$ cat config.mk
export PLATFORM = sky130hd
export DESIGN_NAME = ep_test_ctrl
export DESIGN_NICKNAME = d
export VERILOG_FILES = /design/src/rtl/ept_pkg.sv /design/src/rtl/ept_cmd_pick.sv /design/src/rtl/ept_addr_win.sv /design/src/rtl/ept_irq_legal.sv /design/src/rtl/ep_test_ctrl.sv
export SDC_FILE = /design/constraint.sdc
export NUM_CORES = 1
export LEC_CHECK = 0
export ABC_AREA = 1
export BUFFER_PORTS_ARGS = -buffer_cell sky130_fd_sc_hd__buf_2
export CAP_MARGIN = 20
export CORE_AREA = 5 5 204 206
export CTS_CLUSTER_DIAMETER = 50
export DETAILED_ROUTE_END_ITERATION = 16
export DIE_AREA = 0 0 209 211
export GPL_TIMING_DRIVEN = 0
export PLACE_DENSITY = 0.72
export SLEW_MARGIN = 20
export SYNTH_ARGS = -nofsm -noshare
export SYNTH_HDL_FRONTEND = slang
export SYNTH_SLANG_ARGS = --single-unit
$ cat constraint.sdc
create_clock -name clk -period 5.8 [get_ports clk]
set_input_delay 0.58 -clock clk [delete_from_list [all_inputs] [get_ports clk]]
set_output_delay 0.58 -clock clk [all_outputs]
set_load 0.05 [all_outputs]
$ cat src/rtl/ept_pkg.sv
package ept_pkg;
    typedef enum logic [2:0] {ST_IDLE, ST_RD, ST_RCHK, ST_WR, ST_FIN} st_e;
    typedef enum logic [1:0] {OP_IRQ, OP_RD, OP_WR, OP_CP} op_e;

    localparam logic [2:0] RA_MAGIC = 3'd0;
    localparam logic [2:0] RA_CMD   = 3'd1;
    localparam logic [2:0] RA_STAT  = 3'd2;
    localparam logic [2:0] RA_SRC   = 3'd3;
    localparam logic [2:0] RA_DST   = 3'd4;
    localparam logic [2:0] RA_ITYPE = 3'd5;
    localparam logic [2:0] RA_INUM  = 3'd6;
    localparam logic [2:0] RA_LEN   = 3'd7;

    localparam int SB_RD_OK  = 0;
    localparam int SB_RD_BAD = 1;
    localparam int SB_WR_OK  = 2;
    localparam int SB_WR_BAD = 3;
    localparam int SB_CP_OK  = 4;
    localparam int SB_CP_BAD = 5;
    localparam int SB_IRQ    = 6;
    localparam int SB_SRC_X  = 7;
    localparam int SB_DST_X  = 8;

    typedef struct packed {
        st_e         st;
        op_e         op;
        logic [5:0]  cmd;
        logic [8:0]  stat;
        logic [31:0] magic;
        logic [31:0] src;
        logic [31:0] dst;
        logic [31:0] len;
        logic [31:0] itype;
        logic [31:0] inum;
        logic [31:0] idx;
        logic        bad;
        logic        irq_v;
    } ctl_t;
endpackage

$ cat src/rtl/ept_cmd_pick.sv
module ept_cmd_pick
    import ept_pkg::*;
(
    input  logic [5:0] cmd_bits,
    output op_e        op,
    output logic       any
);
    always_comb begin
        any = |cmd_bits;
        if (|cmd_bits[2:0])   op = OP_IRQ;
        else if (cmd_bits[3]) op = OP_RD;
        else if (cmd_bits[4]) op = OP_WR;
        else                  op = OP_CP;
    end
endmodule

$ cat src/rtl/ept_addr_win.sv
module ept_addr_win #(
    parameter logic [31:0] HOST_BASE   = 32'h0000_1000,
    parameter int unsigned HOST_BYTES  = 256,
    parameter int unsigned ALIGN_BYTES = 4
) (
    input  logic [31:0] addr,
    input  logic [31:0] len,
    output logic        ok
);
    localparam int ALIGN_LSB = $clog2(ALIGN_BYTES);

    logic [32:0] off;
    logic [33:0] fin;

    always_comb begin
        off = {1'b0, addr} - {1'b0, HOST_BASE};
        fin = {1'b0, off} + {2'b0, len};
        ok  = (addr[ALIGN_LSB-1:0] == '0) && !off[32] && (fin <= 34'(HOST_BYTES));
    end
endmodule

$ cat src/rtl/ept_irq_legal.sv
module ept_irq_legal #(
    parameter int unsigned MSI_MAX  = 32,
    parameter int unsigned MSIX_MAX = 2048
) (
    input  logic [31:0] itype,
    input  logic [31:0] inum,
    output logic        ok
);
    always_comb begin
        unique case (itype)
            32'd0:   ok = (inum == 32'd0);
            32'd1:   ok = (inum != 32'd0) && (inum <= MSI_MAX);
            32'd2:   ok = (inum != 32'd0) && (inum <= MSIX_MAX);
            default: ok = 1'b0;
        endcase
    end
endmodule

$ cat src/rtl/ep_test_ctrl.sv
module ep_test_ctrl
    import ept_pkg::*;
#(
    parameter logic [31:0] HOST_BASE  = 32'h0000_1000,
    parameter int unsigned HOST_BYTES = 256,
    parameter int unsigned MSI_MAX    = 32,
    parameter int unsigned MSIX_MAX   = 2048,
    parameter int unsigned IRQ_NUM_W  = 12
) (
    input  logic                 clk,
    input  logic                 rst_n,
    input  logic                 reg_we,
    input  logic [2:0]           reg_addr,
    input  logic [31:0]          reg_wdata,
    output logic [31:0]          reg_rdata,
    output logic                 mem_req,
    output logic                 mem_we,
    output logic [31:0]          mem_addr,
    output logic [7:0]           mem_wdata,
    input  logic [7:0]           mem_rdata,
    output logic                 irq_valid,
    output logic [1:0]           irq_type,
    output logic [IRQ_NUM_W-1:0] irq_num
);
    ctl_t c_q, c_d;
    op_e  pick_op;
    logic pick_any, src_ok, dst_ok, irq_ok, busy, last_d;

    ept_cmd_pick u_pick (.cmd_bits(reg_wdata[5:0]), .op(pick_op), .any(pick_any));

    ept_addr_win #(.HOST_BASE(HOST_BASE), .HOST_BYTES(HOST_BYTES), .ALIGN_BYTES(4))
        u_src_win (.addr(c_q.src), .len(c_q.len), .ok(src_ok));

    ept_addr_win #(.HOST_BASE(HOST_BASE), .HOST_BYTES(HOST_BYTES), .ALIGN_BYTES(4))
        u_dst_win (.addr(c_q.dst), .len(c_q.len), .ok(dst_ok));

    ept_irq_legal #(.MSI_MAX(MSI_MAX), .MSIX_MAX(MSIX_MAX))
        u_irq_ok (.itype(c_q.itype), .inum(c_q.inum), .ok(irq_ok));

    assign busy      = (c_q.st != ST_IDLE);
    assign last_d    = ((c_q.idx + 32'd1) == c_q.len);
    assign irq_valid = c_q.irq_v;
    assign irq_type  = c_q.itype[1:0];
    assign irq_num   = c_q.inum[IRQ_NUM_W-1:0];

    always_comb begin
        unique case (reg_addr)
            RA_MAGIC: reg_rdata = c_q.magic;
            RA_CMD:   reg_rdata = {26'd0, c_q.cmd};
            RA_STAT:  reg_rdata = {23'd0, c_q.stat};
            RA_SRC:   reg_rdata = c_q.src;
            RA_DST:   reg_rdata = c_q.dst;
            RA_ITYPE: reg_rdata = c_q.itype;
            RA_INUM:  reg_rdata = c_q.inum;
            default:  reg_rdata = c_q.len;
        endcase
    end

    always_comb begin
        c_d       = c_q;
        c_d.irq_v = 1'b0;
        mem_req   = 1'b0;
        mem_we    = 1'b0;
        mem_addr  = '0;
        mem_wdata = '0;
        unique case (c_q.st)
            ST_IDLE: begin
                if (reg_we) begin
                    unique case (reg_addr)
                        RA_MAGIC: c_d.magic = reg_wdata;
                        RA_SRC:   c_d.src   = reg_wdata;
                        RA_DST:   c_d.dst   = reg_wdata;
                        RA_ITYPE: c_d.itype = reg_wdata;
                        RA_INUM:  c_d.inum  = reg_wdata;
                        RA_LEN:   c_d.len   = reg_wdata;
                        RA_CMD: if (pick_any) begin
                            c_d.cmd  = reg_wdata[5:0];
                            c_d.stat = '0;
                            c_d.bad  = 1'b0;
                            c_d.idx  = '0;
                            c_d.op   = pick_op;
                            c_d.st   = ST_FIN;
                            if (pick_op != OP_IRQ && c_q.len != 32'd0) begin
                                if (pick_op != OP_WR && !src_ok) begin
                                    c_d.stat[SB_SRC_X] = 1'b1;
                                    c_d.bad            = 1'b1;
                                end
                                if (pick_op != OP_RD && !dst_ok) begin
                                    c_d.stat[SB_DST_X] = 1'b1;
                                    c_d.bad            = 1'b1;
                                end
                                if (!c_d.bad) c_d.st = (pick_op == OP_WR) ? ST_WR : ST_RD;
                            end
                        end
                        default: ;
                    endcase
                end
            end
            ST_RD: begin
                mem_req  = 1'b1;
                mem_addr = c_q.src + c_q.idx;
                c_d.st   = ST_RCHK;
            end
            ST_RCHK: begin
                if (c_q.op == OP_RD) begin
                    if (mem_rdata != c_q.idx[7:0]) c_d.bad = 1'b1;
                end else begin
                    mem_req   = 1'b1;
                    mem_we    = 1'b1;
                    mem_addr  = c_q.dst + c_q.idx;
                    mem_wdata = mem_rdata;
                end
                c_d.idx = c_q.idx + 32'd1;
                c_d.st  = last_d ? ST_FIN : ST_RD;
            end
            ST_WR: begin
                mem_req   = 1'b1;
                mem_we    = 1'b1;
                mem_addr  = c_q.dst + c_q.idx;
                mem_wdata = c_q.idx[7:0];
                c_d.idx   = c_q.idx + 32'd1;
                c_d.st    = last_d ? ST_FIN : ST_WR;
            end
            default: begin
                unique case (c_q.op)
                    OP_RD: c_d.stat[c_q.bad ? SB_RD_BAD : SB_RD_OK] = 1'b1;
                    OP_WR: c_d.stat[c_q.bad ? SB_WR_BAD : SB_WR_OK] = 1'b1;
                    OP_CP: c_d.stat[c_q.bad ? SB_CP_BAD : SB_CP_OK] = 1'b1;
                    default: ;
                endcase
                if (irq_ok) begin
                    c_d.irq_v        = 1'b1;
                    c_d.stat[SB_IRQ] = 1'b1;
                end
                c_d.cmd = '0;
                c_d.st  = ST_IDLE;
            end
        endcase
    end

    always_ff @(posedge clk or negedge rst_n) begin
        if (!rst_n) begin
            c_q <= '{st: ST_IDLE, op: OP_IRQ, default: '0};
        end else begin
            c_q <= c_d;
        end
    end
endmodule


* Yosys cells after proc, flatten, opt, wreduce, memory -nomap -nowiden
Index checks and enable logic that the tools add are counted.
Storage, ports and cells: flip-flop bits (word level) 246, input port bits 46, output and inout bits 89, word-level logic and storage cells 165
Cells by class: add/subtract/negate cells 7, magnitude comparators 10, equal/unequal tests 25, mux-type cells 57, bitwise gates (word level) 4, reduce and logical (&&, ||, !) cells 48
Operator list (count):
- $mux 245 | 1
- $mux 32 | 7
- $pmux 32 s7 | 1
- $pmux 32 s3 | 1
- $add 33x32->34 | 2
- $le 34x9->1 const B | 2
- $mux 33 | 2
- $sub 32x13->33 const B | 2
- $add 32x32->32 | 2
- $logic_not 32->1 | 2
- $pmux 32 s2 | 1
- $reduce_bool 32->1 | 2
- $mux 20 | 2
- $add 32x1->32 const B | 1
- $eq 32x1->1 const B | 1
- $eq 32x2->1 const B | 1
- $eq 32x32->1 | 1
- $le 32x12->1 const B | 1
- $le 32x6->1 const B | 1
- $pmux 15 s2 | 1
- $or 9x9->9 | 3
- $pmux 9 s3 | 1
- $mux 1 | 22
- $reduce_and 3->1 | 7
- other kinds (37) | 84

* Longest topological paths before layout
word-level depth 19, gate-level depth with buffers 27, depth with buffers taken out 27

* Cells and area by module
Synthesis repeated with hierarchy kept, for this count alone.
Second synthesis, totals: cells, all modules 3638, area, all modules 22626.7 um2
By module, submodules not included:
- ep_test_ctrl | times used 1, cells each 2350, area an instance 16280.6 um2, sequential area each 6155.9 um2
- ept_addr_win at u_src_win | times used 1, cells each 610, area an instance 3031.7 um2, sequential area each 0.0 um2
- ept_addr_win at u_dst_win | times used 1, cells each 545, area an instance 2760.1 um2, sequential area each 0.0 um2
- ept_irq_legal | times used 1, cells each 123, area an instance 513.0 um2, sequential area each 0.0 um2
- ept_cmd_pick | times used 1, cells each 10, area an instance 41.3 um2, sequential area each 0.0 um2

* Worst setup path after synthesis
No wires, ideal clock.
kind flip-flop to output port, start register c_q[2] in the netlist's numbering, end output port mem_addr[20], arrival time 3306 ps, required time 5220 ps, setup slack 1914 ps, stages on the path, launching flop included 15, cell sequence dfrtp_1 -> ha_1 -> fa_1 -> nand3_1 -> nand2_1 -> nand2_1 -> nand2_1 -> a21oi_1 -> o21ai_0 -> a21boi_0 -> o21ai_0 -> nand2_1 -> nand2_1 -> xnor2_1 -> o21ai_0
On the way: word-level cells in the longest chain between the ends 3
RTL lines:
- start, declared | line ep_test_ctrl.sv:25 | ctl_t c_q, c_d;
- start signal, assigned | line ep_test_ctrl.sv:143 | c_q <= '{st: ST_IDLE, op: OP_IRQ, default: '0};
- start signal, assigned | line ep_test_ctrl.sv:145 | c_q <= c_d;
- $add 32x32->32 | line ep_test_ctrl.sv:110, ep_test_ctrl.sv:119
- $mux 32 | line ep_test_ctrl.sv:105 | if (c_q.op == OP_RD) begin
- $pmux 32 s3 (*) | line ep_test_ctrl.sv:66 | unique case (c_q.st)
- end, declared | line ep_test_ctrl.sv:18 | output logic [31:0] mem_addr,
Every way passes the cells marked *; elsewhere a longest branch is shown, timed or not.

* Worst setup path in the final report
start register c_q[142] in the netlist's numbering, end register c_q[245] in the netlist's numbering
On the way: word-level cells in the longest chain between the ends 18
RTL lines:
- $sub 32x13->33 (*) | line ept_addr_win.sv:16 | off = {1'b0, addr} - {1'b0, HOST_BASE};
- $add 33x32->34 or $logic_not 1->1 (tied branches) | line ept_addr_win.sv:17, ept_addr_win.sv:18
- $le 34x9->1 or $logic_and 1x1->1 (tied branches) | line ept_addr_win.sv:18 | ok = (addr[ALIGN_LSB-1:0] == '0) && !off[32] && (fin <= 34'(HOST_BYTES));
- $logic_and 1x1->1 (*) | line ept_addr_win.sv:18
- $logic_not 1->1 (*) | line ep_test_ctrl.sv:88 | if (pick_op != OP_RD && !dst_ok) begin
- $logic_and 1x1->1 (*) | line ep_test_ctrl.sv:88
- $mux 1 (*) | line ep_test_ctrl.sv:88
- $mux 1 (*) | line ep_test_ctrl.sv:83 | if (pick_op != OP_IRQ && c_q.len != 32'd0) begin
- [2 not listed]
- $mux 1 (*) | line ep_test_ctrl.sv:68 | if (reg_we) begin
- $mux 1 (*) | line ep_test_ctrl.sv:66
- $mux 3 (*) | line ep_test_ctrl.sv:92 | if (!c_d.bad) c_d.st = (pick_op == OP_WR) ? ST_WR : ST_RD;
- $mux 3 (*) | line ep_test_ctrl.sv:83
- $mux 20 (*) | line ep_test_ctrl.sv:76 | RA_CMD: if (pick_any) begin
- $mux 20 (*) | line ep_test_ctrl.sv:69 | unique case (reg_addr)
- $mux 245 (*) | line ep_test_ctrl.sv:68
- $pmux 3 s4 (*) | line ep_test_ctrl.sv:66
Every way passes the cells marked *; elsewhere a longest branch is shown, timed or not. The select of a mux whose other input is x is not followed. A chain may end at the register's enable or synchronous reset.

==> summary.txt <==
Synth
  – Post-synth EDFFs: 0
  – Seq/Total Area, Yosys: 28.8%
  – Yosys reg bits: 246
  – Post-synth ARST share: 100%
  – Ys flop type: dfrtp_1
  – Gate Count Post-Synth: 3,283
  – Mapped Nets: 3,462
  – Synth cell types: 47
  – Syn Area/Cell: 6.51 sq um
  – Synth warn: 0
  – Synthesized cell area: 21,400 sq um

Clock network
  – Root Buffer: clkbuf_16
  – Clk sink count: 246
  – Clock Latency Late Sink: 0.56 ns
  – Number of H-tree levels: 1
  – Clock buffer depth: 3
  – Worst-path clk slew: 0.06 ns
  – CTS Buf Count: 29
  – TritonCTS clock tree: built

Timing
  – Final max-slew violation count: 0
  – Hold Violations, Final: 0
  – Max-slew headroom: 40.8%
  – Final worst slack: 0.352 ns
  – Worst-margin pin slew: 0.888 ns
  – Setup Viol. Count Final: 0
  – Crit path time final: 5.45 ns
  – Unrepaired setup endpoints after global routing: no
  – TNS Setup: 0 ns
  – Worst Clk Skew: 0.0121 ns
  – F_max: 184 MHz
  – Tcrit/Tclk final: 93.9%

Critical path
  – Cell-by-cell trace of the critical path: inv_1 > nand3_1 > nor3_1 > nand3_1 > nor4_1 > nand3_1 > nor3_1 > nand3_1 > xor2_1 > ha_1 > a21oi_1 > o21bai_1 > a21oi_1 > nand2_1 > inv_1 > nand4_1 > nor2_1 > nand4_1 > nor2_1 > nand2_1 > nand2_1 > nand3_1 > nand2_1 > nand2_1
  – CP max stage delay: 0.49 ns
  – Worst setup SP type: flop
  – Arrival @ worst endpoint: 5.90 ns
  – WP data required: 6.25 ns
  – Slowest cell on crit path: nor3_1
  – Critical path type: flop to flop
  – Crit Path Max Fanout: 6
  – CP Capture Type: flop

Drt
  – Routed WL per cell: 23.2 microns
  – DR top layer: met4
  – Metal2 WL: 38,400 microns
  – Initial DRC Count: 3,331
  – Final ANT Viol Nets: 0
  – 1st-pass router iterations: 7
  – Final wirelength: 92,600 microns
  – DRC errors left: 0
  – Via Count: 24.6k
  – DR vias/cell: 6.17
  – Met1 wire length: 36,500 microns
  – Routed met3 length: 10,800 microns

Floorplan
  – I/O pin count: 135
  – Placement Rows: 73
  – Width of the chip: 209 microns
  – Die H: 211 microns
  – Die footprint: 44,100 sq um
  – Initial Utilization: 54.2%
  – Core area: 39,500 sq um

Layout
  – Layout area overhead: 11.3%
  – Fillers: 3,733
  – Ratio of cells with drive above 1 in the final layout: 7.07%
  – Nets: 3,623
  – Final Instance Area: 23,800 sq um

GRT
  – Vias in the first global route: 23.2k
  – First-pass GRT wire length: 138,000 microns
  – Initial antenna violation count: 1
  – GRT Total Usage: 40.3%
  – Largest net degree at the start of global routing: 101
  – Congestion Overflow GR: 0

Placed design
  – I/O Buffers: 127
  – Placement Cell Area: 22,700 sq um
  – Detailed Place HPWL: 75,300 microns
  – GPL Wtd Cong: 1.07
  – Setup WS pre-CTS: 0.633 ns

Job
  – MaxCap Viol Count: 0

Pwr
  – Leakage: 11.9 nW
  – Max IR drop VDD: 0.000298 V
  – Pwr per Cell Area: 363 nW/um^2

Worst hold path
  – Tightest Hold Check Type: input pin to flop

Run status
  – Status: completed
## synth_stat cells (2+ instances only)
cell type | instances | area [sq um]
nor4_2 | 2 | 25.0
nand4_1 | 57 | 357
clkbuf_1 | 71 | 267
nand3_1 | 168 | 841
a31oi_1 | 8 | 50.1
or2_2 | 17 | 106
xor2_1 | 78 | 683
o21ai_0 | 298 | 1490
o21ai_1 | 7 | 35.0
a22o_1 | 2 | 17.5
nor3_4 | 2 | 32.5
a21oi_1 | 174 | 871
nor3_2 | 2 | 20.0
a21o_1 | 12 | 90.1
o21bai_1 | 9 | 67.6
nor2_4 | 5 | 56.3
nand2_1 | 841 | 3160
nand2_2 | 6 | 37.5
nor2_1 | 289 | 1080
nand3b_1 | 25 | 188
o221ai_1 | 24 | 210
buf_2 | 3 | 15.0
nor3_1 | 54 | 270
and3_1 | 2 | 12.5
dfrtp_1 | 246 | 6160
nor2_2 | 3 | 18.8
o2111ai_1 | 3 | 26.3
o21ai_2 | 2 | 17.5
o211ai_1 | 12 | 90.1
a21boi_0 | 6 | 45.0
fa_1 | 4 | 80.1
o22ai_1 | 124 | 776
inv_1 | 505 | 1900
o21a_1 | 8 | 60.1
nor4_1 | 30 | 188
a221oi_1 | 6 | 52.6
ha_1 | 129 | 1610
xnor2_1 | 20 | 175
buf_4 | 14 | 105
inv_2 | 8 | 30.0
## state kept, by name (all words and copies together) (netlist names)
register	cells
irq_num	12
irq_type	2
c_q	231
irq_valid	1
## power breakdown
part | internal (mW) | switching (mW) | leakage, nW
combinational | 1.24 | 2.76 | 8.30
sequential | 2.03 | 0.621 | 3.06
clock | 1.22 | 0.777 | 0.500
## area by class of cell
cell class	instances	area [sq um]	share of cell area [%]
inverter	513	1930	8.09
tap	525	657	2.76
antenna	1	2.50	0.0105
timing repair buffer	130	711	2.99
sequential	246	6160	25.9
buffer	88	387	1.63
clock buffer	38	820	3.45
clock inverter	15	225	0.947
multi-input combinational	2436	12900	54.3
## worst paths after layout
check                               from  cells after the start        to  slack (ns)
setup / recovery                c_q[142]                     24  c_q[245]        0.35
hold / removal             reg_wdata[25]                      3   c_q[91]        0.34
setup reg to reg                c_q[142]                     24  c_q[245]        0.35
hold reg to reg                 c_q[232]                      2  c_q[232]        0.53
max in group asynchronous          rst_n                      3   c_q[18]        4.37
min in group asynchronous          rst_n                      2   c_q[47]        0.55
## logic make-up (layout without fill, tap and decap cells)
group | Yosys count | in the layout | share of synthesized area (%)
buffers and inverters | 601 | 784 | 10.8
and+or+nand+nor | 1507 | 1507 | 30.1
AOI/OAI and AO/OA | 698 | 698 | 18.4
xor gates and xnor gates | 98 | 98 | 4.02
DFF | 246 | 246 | 28.8
adders and majority gates | 133 | 133 | 7.93
other | 0 | 1 | 0
## worst max-delay path, delay by kind of cell (launching register included)
| family | cells | cell delay [ns] |
|---|---|---|
| flip-flops | 1 | 0.46 |
| buffers and inverters | 2 | 0.33 |
| XOR/XNOR | 1 | 0.30 |
| AO/OA/AOI/OAI | 3 | 0.53 |
| AND/OR/NAND/NOR | 17 | 3.31 |
| adder cells (fa/ha/maj) | 1 | 0.38 |
## metrics by stage
step | total power, mW | std cells | util [%] | hold WS, ns
after floorplan | 5.07 | 3283 | - | 0.284
after detailed placement | 6.46 | 3937 | 57.6 | 0.521
after CTS | 8.43 | 3991 | 60.3 | 0.338
after global routing | 9.08 | 3991 | 60.3 | 0.361
final | 8.64 | 3992 | 60.3 | 0.341
after global placement | 6.38 | 3935 | 57.4 | 0.506
## layer usage
metal  global-route usage, %  up-vias
met4                    22.9        0
met2                    61.0     1624
li1                        -    11200
met1                    53.9    11500
met5                       0        -
met3                    8.78      340
## cell usage in the layout (no fill, tap or decap), drive strengths merged, types with 2 or more instances in the layout
cell and n:
a21oi 174, clkinv 4, xnor2 20, nand2 848, a21o 12, ha 129
o211ai 12, clkinvlp 4, bufinv 5, dfrtp 246, and3 2, o2111ai 3
a31oi 8, a221oi 6, nor3 58, o21a 8, xor2 78, nor4 32
clkbuf 109, or2 17, buf 146, fa 4, inv 515, nor2 297
nand4 57, o21ai 307, a21boi 6, o21bai 9, o22ai 124, nand3b 25
a22o 2, o221ai 24, nand3 169
## timing repair
item | CTS | global route
buffers inserted | 0 | 0
hold buffers | 1 | 0
endpoints found under the hold margin | 53 | 0
gates resized for setup | 0 | 0
No activity file was read; power rests on OpenSTA's default activity.
